File: config.mk
export PLATFORM = sky130hd
export DESIGN_NAME = contact_debouncer
export DESIGN_NICKNAME = d
export VERILOG_FILES = /design/src/rtl/dbn_pkg.sv /design/src/rtl/dbn_tick_gen.sv /design/src/rtl/dbn_period_dec.sv /design/src/rtl/dbn_channel.sv /design/src/rtl/contact_debouncer.sv
export SDC_FILE = /design/constraint.sdc
export NUM_CORES = 1
export LEC_CHECK = 0
export BUFFER_PORTS_ARGS = -buffer_cell sky130_fd_sc_hd__buf_4
export CAP_MARGIN = 20
export CELL_PAD_IN_SITES_DETAIL_PLACEMENT = 1
export CELL_PAD_IN_SITES_GLOBAL_PLACEMENT = 2
export CORE_AREA = 2 2 313 315
export CTS_CLUSTER_DIAMETER = 100
export DETAILED_ROUTE_END_ITERATION = 10
export DIE_AREA = 0 0 315 317
export GPL_TIMING_DRIVEN = 0
export PLACE_DENSITY_LB_ADDON = 0.1
export SYNTH_ARGS = -nofsm -noshare
export SYNTH_HDL_FRONTEND = slang
export SYNTH_SLANG_ARGS = --single-unit
File: constraint.sdc
create_clock -name clk -period 3.33 [get_ports clk]
set_input_delay 0.333 -clock clk [delete_from_list [all_inputs] [get_ports clk]]
set_output_delay 0.333 -clock clk [all_outputs]
set_load 0.01 [all_outputs]
File: src/rtl/dbn_pkg.sv
package dbn_pkg;

    localparam int PERIOD_CODE_W = 3;
    localparam int MAX_SHIFT     = 12;

    typedef logic [PERIOD_CODE_W-1:0] period_code_t;

    // Result of one channel in one cycle.
    typedef struct packed {
        logic level;
        logic pulse;
    } chan_state_t;

    // Power-of-two multiplier of the base tick count for each code.
    function automatic int unsigned period_shift(period_code_t code);
        case (code)
            3'd0:    return 0;
            3'd1:    return 1;
            3'd2:    return 2;
            3'd3:    return 3;
            3'd4:    return 5;
            3'd5:    return 7;
            3'd6:    return 9;
            default: return MAX_SHIFT;
        endcase
    endfunction

    // Final counter value (ticks minus one) for a code.
    function automatic int unsigned last_count(period_code_t code, int unsigned base);
        return (base << period_shift(code)) - 1;
    endfunction

endpackage

File: src/rtl/dbn_tick_gen.sv
module dbn_tick_gen #(
    parameter int TICK_DIV = 438
) (
    input  logic clk,
    input  logic rst,
    output logic tick_o
);
    localparam int PRE_W = (TICK_DIV > 1) ? $clog2(TICK_DIV) : 1;
    localparam logic [PRE_W-1:0] PRE_LAST = PRE_W'(TICK_DIV - 1);

    logic [PRE_W-1:0] pre_q;

    always_ff @(posedge clk) begin
        if (rst) begin
            pre_q <= '0;
        end else if (pre_q == PRE_LAST) begin
            pre_q <= '0;
        end else begin
            pre_q <= pre_q + 1'b1;
        end
    end

    assign tick_o = (pre_q == PRE_LAST);

endmodule

File: src/rtl/dbn_period_dec.sv
module dbn_period_dec
    import dbn_pkg::*;
#(
    parameter int BASE_TICKS = 1,
    parameter int CNT_W      = 13
) (
    input  logic              clk,
    input  logic              rst,
    input  period_code_t      code_i,
    output logic [CNT_W-1:0]  last_o
);
    logic [CNT_W-1:0] last_q;

    always_ff @(posedge clk) begin
        if (rst) begin
            last_q <= CNT_W'(last_count(3'd0, BASE_TICKS));
        end else begin
            last_q <= CNT_W'(last_count(code_i, BASE_TICKS));
        end
    end

    assign last_o = last_q;

endmodule

File: src/rtl/dbn_channel.sv
module dbn_channel
    import dbn_pkg::*;
#(
    parameter int CNT_W = 13
) (
    input  logic              clk,
    input  logic              rst,
    input  logic              tick_i,
    input  logic [CNT_W-1:0]  last_i,
    input  logic              raw_i,
    output chan_state_t       state_o
);
    chan_state_t      st_q;
    logic [CNT_W-1:0] cnt_q;

    always_ff @(posedge clk) begin
        if (rst) begin
            st_q  <= '0;
            cnt_q <= '0;
        end else begin
            st_q.pulse <= 1'b0;
            if (raw_i == st_q.level) begin
                // Agreement (or a bounce back) discards any progress.
                cnt_q <= '0;
            end else if (tick_i) begin
                if (cnt_q >= last_i) begin
                    st_q.level <= raw_i;
                    st_q.pulse <= 1'b1;
                    cnt_q      <= '0;
                end else begin
                    cnt_q <= cnt_q + 1'b1;
                end
            end
        end
    end

    assign state_o = st_q;

endmodule

File: src/rtl/contact_debouncer.sv
module contact_debouncer
    import dbn_pkg::*;
#(
    parameter int NUM_CH     = 32,
    parameter int TICK_DIV   = 438,
    parameter int BASE_TICKS = 1
) (
    input  logic              clk,
    input  logic              rst,
    input  logic [2:0]        period_sel_i,
    input  logic [NUM_CH-1:0] raw_i,
    output logic [NUM_CH-1:0] level_o,
    output logic [NUM_CH-1:0] event_o
);
    localparam int MAX_TICKS = BASE_TICKS << MAX_SHIFT;
    localparam int CNT_W     = $clog2(MAX_TICKS + 1);

    logic             tick;
    logic [CNT_W-1:0] last_cnt;

    dbn_tick_gen #(.TICK_DIV(TICK_DIV)) u_tick (
        .clk    (clk),
        .rst    (rst),
        .tick_o (tick)
    );

    dbn_period_dec #(.BASE_TICKS(BASE_TICKS), .CNT_W(CNT_W)) u_dec (
        .clk    (clk),
        .rst    (rst),
        .code_i (period_sel_i),
        .last_o (last_cnt)
    );

    for (genvar i = 0; i < NUM_CH; i++) begin : g_ch
        chan_state_t st;

        dbn_channel #(.CNT_W(CNT_W)) u_ch (
            .clk     (clk),
            .rst     (rst),
            .tick_i  (tick),
            .last_i  (last_cnt),
            .raw_i   (raw_i[i]),
            .state_o (st)
        );

        assign level_o[i] = st.level;
        assign event_o[i] = st.pulse;
    end

endmodule

# After elaboration in Yosys (flattened, before gate mapping)

Cells that the tools add are included.
W data, S select, Z words.

Input port bits: 37
Bits in latches: 0
Word-level logic and storage cells: 401
ROM bits: 0
Output and inout bits: 64
Bits in registers: 502
Memories kept: 0
RAM bits: 0

Reduce and logical (&&, ||, !) cells: 98
Multiplexer cells: 66
$lt $le $gt $ge: 32
$mul: 0
Divide/modulo/power cells: 0
Shift-type cells: 1
$add $sub $neg: 34
Equality and inequality tests: 39
Bitwise operators: 33

Operator list:

| operator                | number |
|---|---|
| $add A13 B1 Y13 const B | 32 |
| $ge A13 B13 Y1          | 32 |
| $mux W13                | 32 |
| $reduce_and A3 Y1       | 32 |
| $reduce_or A3 Y1        | 32 |
| $reduce_or A2 Y1        | 33 |
| $not A1 Y1              | 33 |
| $eq A1 B1 Y1            | 32 |
| $mux W1                 | 32 |
| $mux W32                | 1 |
| $shl A1 B32 Y13 const A | 1 |
| $pmux W4 S7             | 1 |
| $sub A13 B1 Y13 const B | 1 |
| $add A9 B1 Y9 const B   | 1 |
| $eq A3 B3 Y1 const B    | 3 |
| $eq A9 B9 Y1 const B    | 1 |
| $eq A3 B2 Y1 const B    | 2 |
| $eq A3 B1 Y1 const B    | 1 |
| $logic_not A3 Y1        | 1 |

# Depth between registers and ports, before layout

Depth in word-level cells: 5
Depth in mapped cells: 11
Mapped depth without buffers: 7

# Hierarchy

From an unflattened synthesis, not the netlist that was laid out.

Cells, all modules: 3962
Area, all modules: 34281.6 sq um

By module, submodules not included:

| module         | seq. area each (sq um) | cells an instance | area an instance (sq um) | times used |
|---|---|---|---|---|
| dbn_channel    | 300.3                  | 121               | 1043.5                   | 32 |
| dbn_period_dec | 260.2                  | 41                | 445.4                    | 1 |
| dbn_tick_gen   | 180.2                  | 49                | 444.2                    | 1 |

# Worst setup path after synthesis

OpenSTA, ideal clock, no wires.

Path kind: register to register
Start: register u_dec.last_q[0] (netlist: u_dec.last_o[0])
End: register g_ch[11].u_ch.cnt_q[10]
Setup slack: 0.884 ns
Arrival time: 2.368 ns
Required time: 3.252 ns
Path buffers: 1
Stages on the path, launching flop included: 8
Period minus slack after synthesis: 2.446 ns
Setup time: 0.078 ns
Path through: dfxtp_1 -> ha_1 -> nand2b_1 -> a31oi_1 -> o21ai_0 -> a221o_1 -> clkbuf_1 -> nor3_1

Longest elaborated chain between the ends: 2

Ends and longest elaborated chain:

| element                | line                 | RTL |
|---|---|---|
| from (decl)            | dbn_period_dec.sv:12 | `logic [CNT_W-1:0] last_q;` |
| from (signal assigned) | dbn_period_dec.sv:16 | `last_q <= CNT_W'(last_count(3'd0, BASE_TICKS));` |
| from (signal assigned) | dbn_period_dec.sv:18 | `last_q <= CNT_W'(last_count(code_i, BASE_TICKS));` |
| $ge A13 B13 Y1         | dbn_channel.sv:26    | `if (cnt_q >= last_i) begin` |
| $mux W13               | dbn_channel.sv:26    |  |
| to (signal assigned)   | dbn_channel.sv:31    | `cnt_q <= cnt_q + 1'b1;` |
| to (decl)              | dbn_channel.sv:14    | `logic [CNT_W-1:0] cnt_q;` |

Every way passes these cells.
A chain may end at the register's enable or synchronous reset.

# Worst setup path in the final report

Start: register u_tick.pre_q[1]
End: register g_ch[9].u_ch.cnt_q[5]

Longest elaborated chain between the ends: 1

Ends and longest elaborated chain:

| element                | line               | RTL |
|---|---|---|
| from (decl)            | dbn_tick_gen.sv:11 | `logic [PRE_W-1:0] pre_q;` |
| from (signal assigned) | dbn_tick_gen.sv:19 | `pre_q <= pre_q + 1'b1;` |
| $eq A9 B9 Y1           | dbn_tick_gen.sv:23 | `assign tick_o = (pre_q == PRE_LAST);` |
| to (signal assigned)   | dbn_channel.sv:31  |  |
| to (decl)              | dbn_channel.sv:14  |  |

Every way passes these cells.

==> flow_metrics.env <==
export IMPL_worstSetupStartpointType="flop"
export IMPL_ys_ff_latch=502
export IMPL_ys_seq_area_share_pct=32.8
export IMPL_grt_pass1_wl_um=173000
export IMPL_port_buffer_count=99
export IMPL_post_drt_wl_per_cell_um=22.3
export IMPL_nNetsFinal=4231
export IMPL_holdWs_ns=0.463
export IMPL_antenna_found_initial=2
export IMPL_min_path_cells=3
export IMPL_syn_avg_cell_area_um2=8.69
export IMPL_period_minus_slack_ns=3.13
export IMPL_cp_num_buf_inv=3
export IMPL_cts_num_sinks=502
export IMPL_max_vdd_ir_drop_mv=0.285
export IMPL_core_mm2=0.0963
export IMPL_ios=101
export IMPL_syn_nets=4008
export IMPL_routabilityCongestion=0.797
export IMPL_cts_buffers_inserted=68
export IMPL_max_stage_delay_ns=0.89
export IMPL_synthCells=3520
export IMPL_hp_class="input port to flop"
export IMPL_cp_depth=9
export IMPL_tightest_slew_ns=1.14
export IMPL_drv_slew=0
export IMPL_drt_total_wl_um=113000
export IMPL_finalSetupTns_ns=0
export IMPL_power_density_mw_per_mm2=407
export IMPL_drtAntennaViolNets=0
export IMPL_status="finished, final reports clean"
export IMPL_cp_cell_sequence="inv_1 > ha_1 > nand4_1 > buf_2 > clkbuf_1 > nor3_1 > and3_1 > xnor2_1 > nor3_1"
export IMPL_die_width_um=315
export IMPL_r2r_start="u_tick.pre_q[1]"
export IMPL_synth_edff_count=0
export IMPL_max_cap_violations=0
export IMPL_cts_htree_levels=3
export IMPL_cp_top_family="buffers and inverters"
export IMPL_reg2reg_depth=9
export IMPL_drtIter0Drc=1156
export IMPL_fin_ws_ns=0.201
export IMPL_drive_gt1_share_pct=8.81
export IMPL_dr_pass1_iters=5
export IMPL_root_buffer="clkbuf_16"
export IMPL_max_freq_mhz=320
export IMPL_grt_overflow_total=0
export IMPL_ys_flop_type="dfxtp_1"
export IMPL_hp_start="rst"
export IMPL_worstPathArrival_ns=3.66
export IMPL_grtUsageTotal_pct=22.7
export IMPL_syn_to_final_growth_pct=17.6
export IMPL_worst_ep_required_time_ns=3.86
export IMPL_fin_crit_sh_pct=94.0
export IMPL_hpwlAfterDp_um=77700
export IMPL_p_leak_nw=14.1
export IMPL_ys_types=41
export IMPL_crit_fanout=10
export IMPL_cp_end_kind="flop"
export IMPL_cts_path_max_buffers=3
export IMPL_num_vias=26900
export IMPL_fin_cells=5070
export IMPL_finalHoldViolations=0
export IMPL_tritoncts="yes"
export IMPL_crit_type="flop to flop"
export IMPL_crit_path_frequent_cell="nor3_1"
export IMPL_avgViaCountPerCell=5.31
export IMPL_setup_viol=0
export IMPL_async_reset_ff_share_pct=0
export IMPL_yosys_warnings=0
export IMPL_num_rows=114
export IMPL_crit_start="u_tick.pre_q[1]"
export IMPL_maxSlewHeadroom_pct=24.3
export IMPL_start_util_pct=31.8
export IMPL_clk_latency_ns=0.62
export IMPL_netlist_area_mm2=0.0306
export IMPL_dieArea_mm2=0.0999
export IMPL_die_h_um=317
export IMPL_rsz0062_at_grt="no"
export IMPL_pre_cts_ws_ns=-0.402
export IMPL_skew_ns=0.0138
export IMPL_crit_slowest_cell="clkbuf_1"
export IMPL_grt_pass1_vias=28600
export IMPL_clk_pin_slew_ns=0.06
export IMPL_grt_max_degree=33
export IMPL_drc=0
export IMPL_dp_cells=4913
worst min-delay path: stages:
cell and delay [ns]:
clkbuf_1 0.29, nor2_1 0.26, and2_1 0.15
Yosys cell counts (79+ instances only):
cell	instances	area [um2]
nor3_1	230	1150
xnor2_1	194	1700
nand4_1	136	851
and3_1	79	494
nand2_1	287	1080
a21oi_1	195	976
nor2_1	335	1260
o21ai_0	124	621
nand3_1	167	836
dfxtp_1	502	10000
xor2_1	218	1910
nand2b_1	81	507
ha_1	451	5640
flip-flops by register name, summed over array words and instances, names as in the netlist:
register and count:
g_ch.u_ch.cnt_q 416, g_ch.u_ch.state_o 64, u_dec.last_o 13, u_tick.pre_q 9
final cells by class:
class | instances | area, um2
Sequential cell | 502 | 10100
Clock inverter | 12 | 138
Clock buffer | 108 | 2160
Multi-Input combinational cell | 2843 | 19800
Tap cell | 1276 | 1600
Buffer | 117 | 606
Inverter | 57 | 234
Fill cell | 11200 | 60300
Antenna cell | 1 | 2.50
Timing Repair Buffer | 154 | 1440
metrics by stage:
| step | area (um2) | util [%] | power, mW |
|---|---|---|---|
| after floorplan | 30600 | - | 6.70 |
| after global placement | 32900 | 34.2 | 7.08 |
| after detailed placement | 33300 | 34.6 | 7.16 |
| after CTS | 36000 | 37.3 | 14.9 |
| after global routing | 36000 | 37.4 | 15.2 |
| final | 36000 | 37.4 | 14.7 |
worst paths after layout:
| path | endpoint | slack, ns |
|---|---|---|
| worst max-delay path | g_ch[9].u_ch.cnt_q[5] | 0.20 |
| worst max register to register | g_ch[9].u_ch.cnt_q[5] | 0.20 |
| worst min register to register | g_ch[5].u_ch.cnt_q[12] | 0.50 |
| worst min-delay path | g_ch[30].u_ch.state_o[0] | 0.46 |
cell usage in the layout, fill, tap and decap left out, drive strengths merged, types with 2 or more instances in the layout:
master       Yosys  routed
o211ai          27      27
or4             32      32
and3            79      79
nor3           230     230
dlygate4sd3      0      35
o22ai            6       6
nor2b           42      42
a21o            37      37
nand3          167     167
bufinv           0       3
ha             451     451
nand2b          81      81
nor4            26      26
and4            24      24
buf             64     178
a221o            5       5
dfxtp          502     502
nor3b            2       2
xnor2          194     194
clkinv           0       8
mux2i           43      43
nor2           335     335
nand2          288     288
a31oi           32      32
a22oi           21      21
or3             13      13
clkbuf          54     165
a21oi          195     195
nand4          136     136
inv             57      57
xor2           218     218
and2            25      25
a211oi           7       7
o21ai          124     124
repair_timing:
| action | CTS | global route |
|---|---|---|
| hold buffers | 35 | 0 |
| gates resized for setup | 6 | 12 |
| endpoints found under the setup margin | 355 | 90 |
| pin swaps | 0 | 1 |
| endpoints found under the hold margin | 38 | 0 |
| setup buffers | 0 | 2 |
| gates cloned | 0 | 0 |
cells by family (layout without fill, tap and decap cells):
family | after synthesis | count (layout) | synth area share [%]
compound gates | 454 | 454 | 8.76
xor+xnor | 412 | 412 | 11.8
fa+ha+maj | 451 | 451 | 18.4
buf+inv | 175 | 448 | 2.62
flops | 502 | 502 | 32.8
mux | 43 | 43 | 1.41
other cells | 0 | 1 | 0
simple gates | 1483 | 1483 | 24.1
per-layer routing:
| layer | global-route usage, % | wire length (um) | vias to the layer above | part of all wire (%) |
|---|---|---|---|---|
| met3 | 2.92 | 3770 | 157 | 3.3 |
| li1 | - | - | 13000 | - |
| met1 | 30.5 | 54000 | 13400 | 48 |
| met5 | 0 | 0 | - | 0 |
| met2 | 38.0 | 52400 | 384 | 46 |
| met4 | 6.63 | 2900 | 0 | 2.6 |
report_power, final:
| part | internal (mW) | leakage (nW) | switching (mW) |
|---|---|---|---|
| sequential | 6.02 | 4.04 | 0.0162 |
| clock | 4.65 | 1.13 | 2.95 |
| combinational | 0.344 | 8.87 | 0.671 |
No activity file was read; power rests on OpenSTA's default activity.
